===== src/rtl/daisy_arb_pkg.sv =====
package daisy_arb_pkg;
  typedef enum logic [1:0] {
    ST_IDLE  = 2'd0,
    ST_GRANT = 2'd1,
    ST_BUSY  = 2'd2
  } arb_state_e;
endpackage


===== src/rtl/daisy_arb_fsm.sv =====
module daisy_arb_fsm
  import daisy_arb_pkg::*;
(
  input  logic clk_i,
  input  logic rst_ni,
  input  logic bus_req_i,
  input  logic capture_i,
  input  logic release_i,
  output logic grant_o,
  output logic busy_o
);
  arb_state_e state_q, state_d;

  always_comb begin
    state_d = state_q;
    unique case (state_q)
      ST_IDLE:  if (bus_req_i) state_d = ST_GRANT;
      ST_GRANT: if (capture_i) state_d = ST_BUSY;
                else if (!bus_req_i) state_d = ST_IDLE;
      ST_BUSY:  if (release_i) state_d = ST_IDLE;
      default:  state_d = ST_IDLE;
    endcase
  end

  always_ff @(posedge clk_i or negedge rst_ni) begin
    if (!rst_ni) state_q <= ST_IDLE;
    else         state_q <= state_d;
  end

  assign grant_o = (state_q == ST_GRANT);
  assign busy_o  = (state_q == ST_BUSY);

  AST_GRANT_NEEDS_REQ: assert property (@(posedge clk_i) disable iff (!rst_ni)
    $rose(grant_o) |-> $past(bus_req_i));
  AST_RELEASE_GAP: assert property (@(posedge clk_i) disable iff (!rst_ni)
    (busy_o && release_i) |=> !grant_o);
endmodule


===== src/rtl/daisy_chain_cell.sv =====
module daisy_chain_cell (
  input  logic clk_i,
  input  logic rst_ni,
  input  logic arb_grant_i,
  input  logic grant_in_i,
  input  logic req_i,
  input  logic release_i,
  input  logic block_i,
  output logic grant_out_o,
  output logic block_o,
  output logic capture_o,
  output logic own_o
);
  logic held_q, own_q, take;

  // one register per stage: grant ripples one cell per cycle, cleared when arbiter drops it
  always_ff @(posedge clk_i or negedge rst_ni) begin
    if (!rst_ni) held_q <= 1'b0;
    else         held_q <= grant_in_i & arb_grant_i;
  end

  assign take        = held_q & arb_grant_i & req_i & ~block_i;
  assign grant_out_o = held_q & ~req_i;
  assign block_o     = block_i | take;
  assign capture_o   = take;

  always_ff @(posedge clk_i or negedge rst_ni) begin
    if (!rst_ni)                 own_q <= 1'b0;
    else if (own_q && release_i) own_q <= 1'b0;
    else if (take)               own_q <= 1'b1;
  end

  assign own_o = own_q;

  AST_OWNER_HOLDS: assert property (@(posedge clk_i) disable iff (!rst_ni)
    (own_q && !release_i) |=> own_q);
  AST_CAPTURE_NEEDS_GRANT: assert property (@(posedge clk_i) disable iff (!rst_ni)
    $rose(own_q) |-> $past(held_q && req_i));
endmodule


===== src/rtl/daisy_arbiter.sv =====
module daisy_arbiter #(
  parameter int N_DEV = 4
) (
  input  logic             clk_i,
  input  logic             rst_ni,
  input  logic [N_DEV-1:0] req_i,
  input  logic             release_i,
  output logic             grant_o,
  output logic [N_DEV-1:0] own_o
);
  logic             bus_req, arb_grant, arb_busy, any_own, any_cap;
  logic [N_DEV:0]   pass_w;
  logic [N_DEV:0]   block_w;
  logic [N_DEV-1:0] cap_w;

  assign bus_req    = |req_i;  // wired-OR request line
  assign any_own    = |own_o;
  assign any_cap    = |cap_w;
  assign pass_w[0]  = arb_grant;
  assign block_w[0] = any_own;

  daisy_arb_fsm i_fsm (
    .clk_i     (clk_i),
    .rst_ni    (rst_ni),
    .bus_req_i (bus_req),
    .capture_i (any_cap),
    .release_i (release_i),
    .grant_o   (arb_grant),
    .busy_o    (arb_busy)
  );

  for (genvar i = 0; i < N_DEV; i++) begin : g_cell
    daisy_chain_cell i_cell (
      .clk_i       (clk_i),
      .rst_ni      (rst_ni),
      .arb_grant_i (arb_grant),
      .grant_in_i  (pass_w[i]),
      .req_i       (req_i[i]),
      .release_i   (release_i),
      .block_i     (block_w[i]),
      .grant_out_o (pass_w[i+1]),
      .block_o     (block_w[i+1]),
      .capture_o   (cap_w[i]),
      .own_o       (own_o[i])
    );
  end

  assign grant_o = arb_grant;

  AST_ONE_OWNER: assert property (@(posedge clk_i) disable iff (!rst_ni)
    $onehot0(own_o));
  AST_RELEASE_CLEARS: assert property (@(posedge clk_i) disable iff (!rst_ni)
    (arb_busy && release_i) |=> (own_o == '0));
  AST_OWNER_MEANS_BUSY: assert property (@(posedge clk_i) disable iff (!rst_ni)
    (own_o != '0) |-> !grant_o);
endmodule


===== config.mk =====
export PLATFORM = sky130hd
export DESIGN_NAME = daisy_arbiter
export DESIGN_NICKNAME = d
export VERILOG_FILES = /design/src/rtl/daisy_arb_pkg.sv /design/src/rtl/daisy_arb_fsm.sv /design/src/rtl/daisy_chain_cell.sv /design/src/rtl/daisy_arbiter.sv
export SDC_FILE = /design/constraint.sdc
export NUM_CORES = 1
export LEC_CHECK = 0
export ABC_CLOCK_PERIOD_IN_PS = 2200
export BUFFER_PORTS_ARGS = -buffer_cell sky130_fd_sc_hd__buf_4
export CELL_PAD_IN_SITES_DETAIL_PLACEMENT = 1
export CELL_PAD_IN_SITES_GLOBAL_PLACEMENT = 2
export CORE_MARGIN = 3
export CORE_UTILIZATION = 29
export CTS_CLUSTER_DIAMETER = 120
export DETAILED_ROUTE_END_ITERATION = 10
export HOLD_SLACK_MARGIN = 0.1
export PLACE_DENSITY = 0.79
export SLEW_MARGIN = 20
export SYNTH_ARGS = -nofsm -noshare
export SYNTH_HDL_FRONTEND = slang
export SYNTH_HIERARCHICAL = 1
export SYNTH_SLANG_ARGS = --single-unit
export TNS_END_PERCENT = 50

===== constraint.sdc =====
create_clock -name clk_i -period 2.2 [get_ports clk_i]
set_clock_uncertainty 0.05 [all_clocks]
set_input_delay 0.22 -clock clk_i [delete_from_list [all_inputs] [get_ports clk_i]]
set_output_delay 0.22 -clock clk_i [all_outputs]
set_load 0.005 [all_outputs]

-- Word level (Yosys, flattened, before mapping)
Cells that the tools add are included.
- register bits: 10
- word-level logic and storage cells: 68
- bits of input ports: 7
- output and inout port bits: 5
- bitwise gates (word level): 28
- mux-type cells: 13
- equal/unequal tests: 5
- reduce and logical (&&, ||, !) cells: 13
- operators by type and width (cell ; count):
    $and 1x1->1 ; 18
    $reduce_or 4->1 ; 3
    $mux 1 ; 8
    $mux 2 ; 4
    $reduce_bool 2->1 ; 4
    $not 1->1 ; 7
    $pmux 2 s3 ; 1
    $logic_and 1x1->1 ; 4
    $ne 3x3->1 const B ; 1
    $or 1x1->1 ; 3
    $reduce_and 3->1 ; 1
    $eq 2x1->1 const B ; 1
    $eq 2x2->1 const B ; 1
    $logic_not 2->1 ; 1
    $ne 2x1->1 const B ; 1
    $ne 2x2->1 const B ; 1

-- Logic depth before layout (Yosys ltp)
- depth after elaboration: 16
- depth in mapped cells: 8
- gate-level depth less buffers: 8

-- Cells and area by module
The synthesis kept the hierarchy.
- modules (own cells, without submodules) (module ; area an instance (um2) ; instances ; sequential area each (um2) ; cells each):
    daisy_chain_cell ; 103.8 ; 4 ; 50.0 ; 9
    daisy_arb_fsm ; 101.3 ; 1 ; 50.0 ; 8
    daisy_arbiter ; 22.5 ; 1 ; 0.0 ; 3

-- Worst setup path after synthesis
No wires, ideal clock.
- path kind: reg2reg
- from: reg i_fsm.state_q[0]
- to: reg i_fsm.state_q[1]
- period minus slack after synthesis: 2.111 ns
- data arrival time: 1.940 ns
- setup time: 0.121 ns
- buffers on the path: 0
- data required time: 2.029 ns
- path slack: 0.089 ns
- stages on the path, launching flop included: 9
- path through: dfrtp_1 -> nor2b_4 -> nand3_2 -> nand2b_1 -> nand2b_1 -> nand2b_1 -> nor2_1 -> or4_1 -> a22o_1
- longest elaborated chain between the ends: 16
- elaborated cells on any way between the ends: 28
- those cells by class: eq/ne: 5; mux: 2; bitwise: 18; reduce/logical: 3
- RTL lines (what ; line ; text):
    start, declared ; daisy_arb_fsm.sv:12 ; arb_state_e state_q, state_d;
    start signal, assigned ; daisy_arb_fsm.sv:27 ; else state_q <= state_d;
    $eq 2x1->1 * ; daisy_arb_fsm.sv:30 ; assign grant_o = (state_q == ST_GRANT);
    named net grant_o ; daisy_arbiter.sv:8 ; output logic grant_o,
    $and 1x1->1 * (3 in series) ; daisy_chain_cell.sv:22 ; assign take = held_q & arb_grant_i & req_i & ~block_i;
    $or 1x1->1 * ; daisy_chain_cell.sv:24 ; assign block_o = block_i | take;
    named net block_w[1] ; daisy_arbiter.sv:13 ; logic [N_DEV:0] block_w;
    $not 1->1 ; daisy_chain_cell.sv:22 ;
    $and 1x1->1 ; daisy_chain_cell.sv:22 ;
    $or 1x1->1 * ; daisy_chain_cell.sv:24 ;
    named net block_w[2] ; daisy_arbiter.sv:13 ;
    (+3 left out) ; -- ;
    named net block_w[3] ; daisy_arbiter.sv:13 ;
    $not 1->1 * ; daisy_chain_cell.sv:22 ;
    $and 1x1->1 * ; daisy_chain_cell.sv:22 ;
    named net cap_w[3] ; daisy_arbiter.sv:14 ; logic [N_DEV-1:0] cap_w;
    $reduce_or 4->1 * ; daisy_arbiter.sv:18 ; assign any_cap = |cap_w;
    named net any_cap ; daisy_arbiter.sv:11 ; logic bus_req, arb_grant, arb_busy, any_own, any_cap;
    $ne 3x3->1 (no source line) / $mux 2 (equally long branches) ; -- ;
    $reduce_and 3->1 (no source line) / $pmux 2 s3 (equally long branches) ; -- ;
The timed path passes the listed nets; every way through them passes the cells marked *.
A chain may end at the register's enable or synchronous reset.

-- Final worst setup path
- from: reg i_fsm.state_q[1]
- to: reg i_fsm.state_q[0]
- longest elaborated chain between the ends: 16
- elaborated cells on any way between the ends: 28
- those cells by class: eq/ne: 5; mux: 2; bitwise: 18; reduce/logical: 3
- RTL lines (what ; line):
    $eq 2x1->1 * ; daisy_arb_fsm.sv:30
    $and 1x1->1 * (3 in series) ; daisy_chain_cell.sv:22
    $or 1x1->1 * ; daisy_chain_cell.sv:24
    named net block_w[1] ; daisy_arbiter.sv:13
    $not 1->1 ; daisy_chain_cell.sv:22
    $and 1x1->1 ; daisy_chain_cell.sv:22
    $or 1x1->1 * ; daisy_chain_cell.sv:24
    named net block_w[2] ; daisy_arbiter.sv:13
    (+3 left out) ; --
    named net block_w[3] ; daisy_arbiter.sv:13
    $not 1->1 * ; daisy_chain_cell.sv:22
    $and 1x1->1 * ; daisy_chain_cell.sv:22
    named net cap_w[3] ; daisy_arbiter.sv:14
    $reduce_or 4->1 * ; daisy_arbiter.sv:18
    named net any_cap ; daisy_arbiter.sv:11
    $ne 3x3->1 (no source line) / $mux 2 (equally long branches) ; --
    $reduce_and 3->1 (no source line) / $pmux 2 s3 (equally long branches) ; --
Marked as above.

==> reports/results.ini <==
[placement]
dp_hpwl_um=837
post_dp_cell_area_um2=667
port_buffers=11
dp.cells=84
globalplace.congestion=0.697

[global_routing]
grt_pass1_vias=459
grt_max_degree=11
grt_pass1_wl_um=1900
grtUsageTotal_pct=10.6
antenna_found_initial=0
grt_overflow=0

[worst_setup_path]
worstPathArrival_ns=2.15
r2r_start=i_fsm/state_q[1]$_DFFE_PN0P_
path_buf_inv=0
start_kind=register
crit_path_top_delay_cell=or4_1
crit_fanout=5
r2r_cells=8
r2r-end=i_fsm/state_q[0]$_DFFE_PN0P_
required_ns=2.32
crit_type=register to register
critPathCaptureType=register
crit_top_cell=nand2b_1
path_cells=nor2b_4 -> nand3_2 -> nand2b_1 -> nand2b_1 -> nand2b_1 -> nor2_1 -> or4_1 -> a211oi_1
crit_family=simple AND/OR/NAND/NOR gates
crit_path_max_incr_delay_ns=0.49
r2r_setup_slack_ns=0.17

[finish]
drive_gt1_share_pct=51.5
n_antenna_cell=0
stdcell_count=92
final_area_um2=736
synthToLayoutAreaGrowth_pct=40.3
layout.nets=76
nFillCells=173

[detailed_routing]
routed-via-count=410
wl_per_cell_um=12.1
wl_um=1110
ant_nets=0
viasPerCell=4.46
dr.pass1.iters=4
drc=0
drtIter0Drc=1

[die]
io_pins=12
die_x_um=48.5
die-height_um=48.5
core-area_um2=1590
dieArea_um2=2350
rows=14
initial_core_util_pct=32.9

[clocking]
htreeDepth=1
cts_resized=0
insertion_delay_ns=0.26
path_clk_slew_ns=0.07
cts_tree=done
numCtsBuffers=3
cts_root_buf=clkbuf_4
clock_sinks=10
clk_path_buf_depth=2

[min_path]
holdPathEnd=g_cell[3].i_cell/own_o$_DFFE_PN0P_
hold_path_class=input port to register
hp-start=req_i[3]
holdPathStages=3

[timing]
hold_viol_final=0
finalSetupViolCount=0
period_share_pct=92.4
fin_crit_ns=2.03
slew_violations=0
max_freq_mhz=492
slew_headroom_pct=87.6
tightest_slew_ns=0.184

[yosys]
yosysWarnings=6
synthCells=45
syn_area_per_cell_um2=11.7
syn_area_um2=524
synth_nets=52

[pwr]
cellPowerDensity_nw_per_um2=1100
p_leak_nw=0.372
peakVddDrop_uv=505

[run_status]
status=finished clean

[job]
drv_cap=0

## power by group
part / internal (mW) / switching, mW
registers: 0.229 / 0.0374
clock network: 0.100 / 0.0631
logic: 0.217 / 0.159
total: 0.547 / 0.260
## through the flow
stage	worst slack [ns]	util, %	total power [mW]	setup TNS, ns	hold slack, ns
6_report	0.168	46.2	0.806	0	0.192
5_1_grt	-0.00563	46.2	0.868	-0.00563	0.194
2_1_floorplan	0.103	-	0.451	0	-0.126
4_1_cts	0.108	44.7	0.776	0	0.186
3_3_place_gp	0.152	41.8	0.600	0	0.00936
3_5_place_dp	0.130	41.8	0.602	0	0.0105
## layout by cell type (no fill, tap or decap), types with 2 or more instances in the layout
cell type and count:
nor2b_4 2, nand3_2 4, and2_1 4, clkbuf_4 3
dfrtp_1 10, nor2_1 4, o31ai_2 4, inv_1 2
and2b_2 3, or4_1 3, buf_4 18, nand2b_1 7
## layer usage
metal / up-vias / global-route usage [%] / wire [µm]
li1: 202 / - / -
met1: 201 / 12.1 / 503
met5: - / 0 / 0
met3: 0 / 4.29 / 50
met2: 7 / 17.0 / 559
met4: 0 / 5.69 / 0
## how the worst max path moves through the flow
stage | slack, ns | end | cells after the start | from
3_3_place_gp | 0.15 | i_fsm/state_q[0]$_DFFE_PN0P_ | 8 | i_fsm/state_q[1]$_DFFE_PN0P_
6_report | 0.17 | i_fsm/state_q[0]$_DFFE_PN0P_ | 8 | i_fsm/state_q[1]$_DFFE_PN0P_
3_5_place_dp | 0.13 | i_fsm/state_q[0]$_DFFE_PN0P_ | 8 | i_fsm/state_q[1]$_DFFE_PN0P_
4_1_cts | 0.11 | i_fsm/state_q[0]$_DFFE_PN0P_ | 8 | i_fsm/state_q[1]$_DFFE_PN0P_
2_1_floorplan | 0.10 | i_fsm/state_q[1]$_DFFE_PN0P_ | 8 | i_fsm/state_q[0]$_DFFE_PN0P_
5_1_grt | -0.006 | i_fsm/state_q[0]$_DFFE_PN0P_ | 8 | i_fsm/state_q[1]$_DFFE_PN0P_
## final cells by class
type / count / area (µm²) / share of cell area [%]
Clock buffer: 4 / 36.3 / 4.93
Inverter: 2 / 7.51 / 1.02
Multi-Input combinational cell: 33 / 267 / 36.2
Sequential cell: 10 / 250 / 34.0
Tap cell: 24 / 30.0 / 4.08
Timing Repair Buffer: 19 / 145 / 19.7
## flip-flops by register name, summed over array words and instances, names as in the netlist
signal,cells
i_fsm/state_q,2
g_cell.i_cell/held_q,4
g_cell.i_cell/own_o,4
## timing repair
item	CTS	global route
buffers inserted	0	3
hold buffers	1	0
hold endpoints to repair	10	0
setup endpoints to repair	0	1
## worst min-delay path: cells and delay by family
kind / cells / cell delay (ns)
buf+inv: 1 / 0.11
simple gates: 1 / 0.08
compound gates: 1 / 0.05
Power figures use the tool's default switching activity.
